**src/rtl/stat_srq_pkg.sv**
```systemverilog
package stat_srq_pkg;
   localparam int STB_W    = 8;
   localparam int SPARE_W  = 2;
   localparam int POS_ERRQ = 2;
   localparam int POS_QUES = 3;
   localparam int POS_MAV  = 4;
   localparam int POS_ESUM = 5;
   localparam int POS_MSS  = 6;
   localparam int POS_OPER = 7;

   typedef logic [STB_W-1:0] stb_t;

   // Build the raw status vector; the master-summary slot is left at zero.
   function automatic stb_t pack_status(input logic [SPARE_W-1:0] spare,
                                        input logic errq, input logic ques,
                                        input logic mav,  input logic esum,
                                        input logic oper);
      stb_t v;
      v = '0;
      v[SPARE_W-1:0] = spare;
      v[POS_ERRQ]    = errq;
      v[POS_QUES]    = ques;
      v[POS_MAV]     = mav;
      v[POS_ESUM]    = esum;
      v[POS_OPER]    = oper;
      return v;
   endfunction
endpackage

```
**src/rtl/stat_srq_capture.sv**
```systemverilog
module stat_srq_capture #(
   parameter int W = 8
) (
   input  logic         clk,
   input  logic         rst,
   input  logic [W-1:0] raw_in,
   output logic [W-1:0] cur_q,
   output logic [W-1:0] prev_q
);
   always_ff @(posedge clk) begin
      if (rst) begin
         cur_q  <= '0;
         prev_q <= '0;
      end else begin
         cur_q  <= raw_in;
         prev_q <= cur_q;
      end
   end

   a_r2_prev_tracks: assert property (@(posedge clk) disable iff (rst)
      !$past(rst) |-> prev_q == $past(cur_q));
endmodule

```
**src/rtl/stat_srq_enable.sv**
```systemverilog
module stat_srq_enable #(
   parameter int W = 8
) (
   input  logic         clk,
   input  logic         rst,
   input  logic         wr,
   input  logic [W-1:0] wdata,
   output logic [W-1:0] en_q
);
   always_ff @(posedge clk) begin
      if (rst)     en_q <= '0;
      else if (wr) en_q <= wdata;
   end

   a_r5_write_next: assert property (@(posedge clk) disable iff (rst)
      wr |=> en_q == $past(wdata));
   a_r5_hold_idle: assert property (@(posedge clk) disable iff (rst)
      !wr |=> $stable(en_q));
endmodule

```
**src/rtl/stat_srq_summary.sv**
```systemverilog
module stat_srq_summary #(
   parameter int W       = 8,
   parameter int MSS_POS = 6
) (
   input  logic [W-1:0] cur,
   input  logic [W-1:0] prev,
   input  logic [W-1:0] en,
   output logic         mss,
   output logic         rise_any
);
   logic [W-1:0] lvl_hit;
   logic [W-1:0] edge_hit;

   for (genvar i = 0; i < W; i++) begin : g_bit
      if (i == MSS_POS) begin : g_skip
         assign lvl_hit[i]  = 1'b0;
         assign edge_hit[i] = 1'b0;
      end else begin : g_use
         assign lvl_hit[i]  = cur[i] & en[i];
         assign edge_hit[i] = cur[i] & ~prev[i] & en[i];
      end
   end

   assign mss      = |lvl_hit;
   assign rise_any = |edge_hit;
endmodule

```
**src/rtl/stat_srq_request.sv**
```systemverilog
module stat_srq_request #(
   parameter bit SET_WINS = 1'b1
) (
   input  logic clk,
   input  logic rst,
   input  logic rise_any,
   input  logic ack,
   output logic srq
);
   logic srq_d;

   if (SET_WINS) begin : g_set_first
      always_comb begin
         if (rise_any) srq_d = 1'b1;
         else if (ack) srq_d = 1'b0;
         else          srq_d = srq;
      end
   end else begin : g_clr_first
      always_comb begin
         if (ack)           srq_d = 1'b0;
         else if (rise_any) srq_d = 1'b1;
         else               srq_d = srq;
      end
   end

   always_ff @(posedge clk) begin
      if (rst) srq <= 1'b0;
      else     srq <= srq_d;
   end

   a_r8_sticky: assert property (@(posedge clk) disable iff (rst)
      srq && !ack |=> srq);
   a_r8_ack_clears: assert property (@(posedge clk) disable iff (rst)
      ack && !rise_any |=> !srq);
   a_r6_rise_sets: assert property (@(posedge clk) disable iff (rst)
      rise_any && (!ack || SET_WINS) |=> srq);
endmodule

```
**src/rtl/stat_srq_core.sv**
```systemverilog
module stat_srq_core
   import stat_srq_pkg::*;
#(
   parameter bit SET_WINS = 1'b1
) (
   input  logic               clk,
   input  logic               rst,
   input  logic [SPARE_W-1:0] spare_in,
   input  logic               errq_nonempty,
   input  logic               ques_summary,
   input  logic               msg_ready,
   input  logic               evt_summary,
   input  logic               oper_summary,
   input  logic               en_wr,
   input  logic [STB_W-1:0]   en_wdata,
   output logic [STB_W-1:0]   en_rdata,
   output logic [STB_W-1:0]   status_byte,
   input  logic               srq_ack,
   output logic               srq
);
   localparam stb_t NOT_MSS = ~(stb_t'(1) << POS_MSS);

   if (POS_MSS >= STB_W || SPARE_W > POS_ERRQ) begin : g_bad_layout
      $error("status byte layout parameters out of range");
   end

   stb_t raw_vec, cur_q, prev_q, en_q;
   logic mss, rise_any;

   assign raw_vec = pack_status(spare_in, errq_nonempty, ques_summary,
                                msg_ready, evt_summary, oper_summary);

   stat_srq_capture #(.W(STB_W)) u_cap (
      .clk(clk), .rst(rst), .raw_in(raw_vec), .cur_q(cur_q), .prev_q(prev_q));

   stat_srq_enable #(.W(STB_W)) u_en (
      .clk(clk), .rst(rst), .wr(en_wr), .wdata(en_wdata), .en_q(en_q));

   stat_srq_summary #(.W(STB_W), .MSS_POS(POS_MSS)) u_sum (
      .cur(cur_q), .prev(prev_q), .en(en_q), .mss(mss), .rise_any(rise_any));

   stat_srq_request #(.SET_WINS(SET_WINS)) u_req (
      .clk(clk), .rst(rst), .rise_any(rise_any), .ack(srq_ack), .srq(srq));

   always_comb begin
      status_byte          = cur_q;
      status_byte[POS_MSS] = mss;
   end
   assign en_rdata = en_q;

   a_r3_mss_justified: assert property (@(posedge clk) disable iff (rst)
      status_byte[POS_MSS] |-> (status_byte & en_rdata & NOT_MSS) != '0);
   a_r4_bit6_blind: assert property (@(posedge clk) disable iff (rst)
      (status_byte & en_rdata & NOT_MSS) != '0 |-> status_byte[POS_MSS]);
   a_r7_no_spurious: assert property (@(posedge clk) disable iff (rst)
      $rose(srq) |-> $past(rise_any));
endmodule

```
**config.mk**
```make
export PLATFORM = sky130hd
export DESIGN_NAME = stat_srq_core
export DESIGN_NICKNAME = d
export VERILOG_FILES = /design/src/rtl/stat_srq_pkg.sv /design/src/rtl/stat_srq_capture.sv /design/src/rtl/stat_srq_enable.sv /design/src/rtl/stat_srq_summary.sv /design/src/rtl/stat_srq_request.sv /design/src/rtl/stat_srq_core.sv
export SDC_FILE = /design/constraint.sdc
export NUM_CORES = 1
export LEC_CHECK = 0
export BUFFER_PORTS_ARGS = -buffer_cell sky130_fd_sc_hd__buf_2
export CAP_MARGIN = 0
export CORE_ASPECT_RATIO = 0.75
export CORE_MARGIN = 2
export CORE_UTILIZATION = 30
export DETAILED_ROUTE_END_ITERATION = 10
export PLACE_DENSITY = 0.62
export SLEW_MARGIN = 20
export SYNTH_ARGS = -nofsm -noshare
export SYNTH_HDL_FRONTEND = slang
export SYNTH_HIERARCHICAL = 1
export SYNTH_SLANG_ARGS = --single-unit
export TNS_END_PERCENT = 10
```
**constraint.sdc**
```tcl
create_clock -name clk -period 3 [get_ports clk]
set_clock_uncertainty 0.05 [all_clocks]
set_input_delay 0.15 -clock clk [delete_from_list [all_inputs] [get_ports clk]]
set_output_delay 0.15 -clock clk [all_outputs]
set_load 0.03 [all_outputs]
```
==> flow_summary.toml <==
[grt]
grt_use_total = 0.1243
grt_pass1_vias = 643
grt_pass1_wl_um = 2932
antenna_found_initial = 0
grt-ovfl-total = 0
grt_start_max_net_pins = 24

[pwr]
p_per_area_nw_per_um2 = 512.9
peakVddDrop_v = 0.0003714
p_leak_nw = 0.5345

[clock_tree]
cts_sinks = 23
clkSlewWorstSetupHoldPaths_ps = 120
htreeDepth = 1
insertion_delay_ps = 310
ctsHoldBuffers = 7
numCtsBuffers = 3
cts_tree = "built"
cts_resized = 0
post-cts-setup-buffers = 0
cts_max_path_buffers = 2
cts_root_buf = "clkbuf_4"

[die]
die_width_um = 64.54
core_area_um2 = 2603
die_h_um = 49.40
pin_count = 36
die-area_um2 = 3188
rows = 16
start_util = 0.3168

[route]
dr.first_iter.drc_count = 9
ant_nets = 0
wire_per_inst_um = 11.31
via_per_inst = 4.171
route.detailed.drc = 0
routed_wl_um = 1719
vias = 634
firstDrtPassIters = 4

[timing]
setup_tns_ps = 0
fin_crit_sh = 0.4917
max_freq_mhz = 677.9
fin_hold_ws_ps = 16.36
setup_viol = 0
slew_headroom = 0.7177
drv_slew = 0
finalHoldViolCount = 0
grt_setup_unrepaired = "no"
min_period_ps = 1475
max_slew.worst_pin.slew_ps = 423.5

[worst_setup_path]
reg2reg_slack_ps = 1820
cp-start-kind = "flop"
critical_path_peak_fanout = 3
cp.arrival_ps = 1280
cp-end-kind = "primary output"
crit_type = "reg2out"
worstPathRequired_ps = 2800

[place]
io_buffers = 35
dp_hpwl_um = 1244
postPlaceCellArea_um2 = 1011
globalplace.congestion = 0.8701

[finish]
layout_commonest_cell = "buf_2"
final_area_um2 = 1111
fin_util = 0.4269
final_cell_mix = "35 x buf_2, 23 x dfxtp_1, 8 x mux2i_1, 8 x nor2_1, 7 x dlygate4sd3_1"
finalNetCount = 136
diodes = 0
drive_above_1_share = 0.4569
area_growth_pct = 34.75

[flow_run]
drv_cap = 0

[synthesis]
synth_cells = 74
synth_warnings = 6
synth_fp_nets = 93
synth_area_um2 = 824.5
avgSynthCellArea_um2 = 11.14

[outcome]
status = "complete, no violations"

[min_path]
hold_class = "in2reg"
flip-flops by register name, indices dropped and copies added (netlist names):
name          flops
u_cap/cur_q       7
u_req/srq         1
u_cap/prev_q      7
u_en/en_q         8
per-layer routing:
| layer | track usage | vias up | wire (µm) |
|---|---|---|---|
| met2 | 0.1806 | 22 | 777 |
| met3 | 0.04157 | 5 | 88 |
| li1 | - | 330 | - |
| met5 | 0 | - | 0 |
| met4 | 0.06383 | 0 | 40 |
| met1 | 0.1631 | 277 | 812 |
final cells by class:
cell class / instances / area, µm²
multi-input cells: 46 / 326.6
clock inverters: 1 / 7.507
inverters: 1 / 3.754
repair buffers: 42 / 245.2
fillers: 278 / 1491
clock buffers: 3 / 22.52
flip-flops and latches: 23 / 460.4
well taps: 36 / 45.04
worst paths after layout:
kind | to | depth (start not counted) | from
max | status_byte[6] | 4 | u_cap/cur_q[1]
min | u_en/en_q[0] | 3 | en_wdata[0]
max reg2reg | u_req/srq | 5 | u_en/en_q[7]
min reg2reg | u_en/en_q[6] | 2 | u_en/en_q[6]
metrics by stage:
step	total power [mW]	instances	worst slack (ps)
floorplan	0.4010	74	1752
global placement	0.4272	141	1849
detailed placement	0.4288	141	1821
CTS	0.5764	152	1513
global route	0.6020	152	1423
finish	0.5699	152	1525
power breakdown:
group          internal [mW]  switching [mW]
logic                 0.0413          0.0534
clock network         0.0509          0.0910
registers              0.322          0.0114
critical path, stage by stage (launching register included):
cell and delay [ps]:
dfxtp_1 390, nand2_1 90, and3_1 190, nand4_1 90, buf_2 200
No activity file was read; power rests on OpenSTA's default activity.
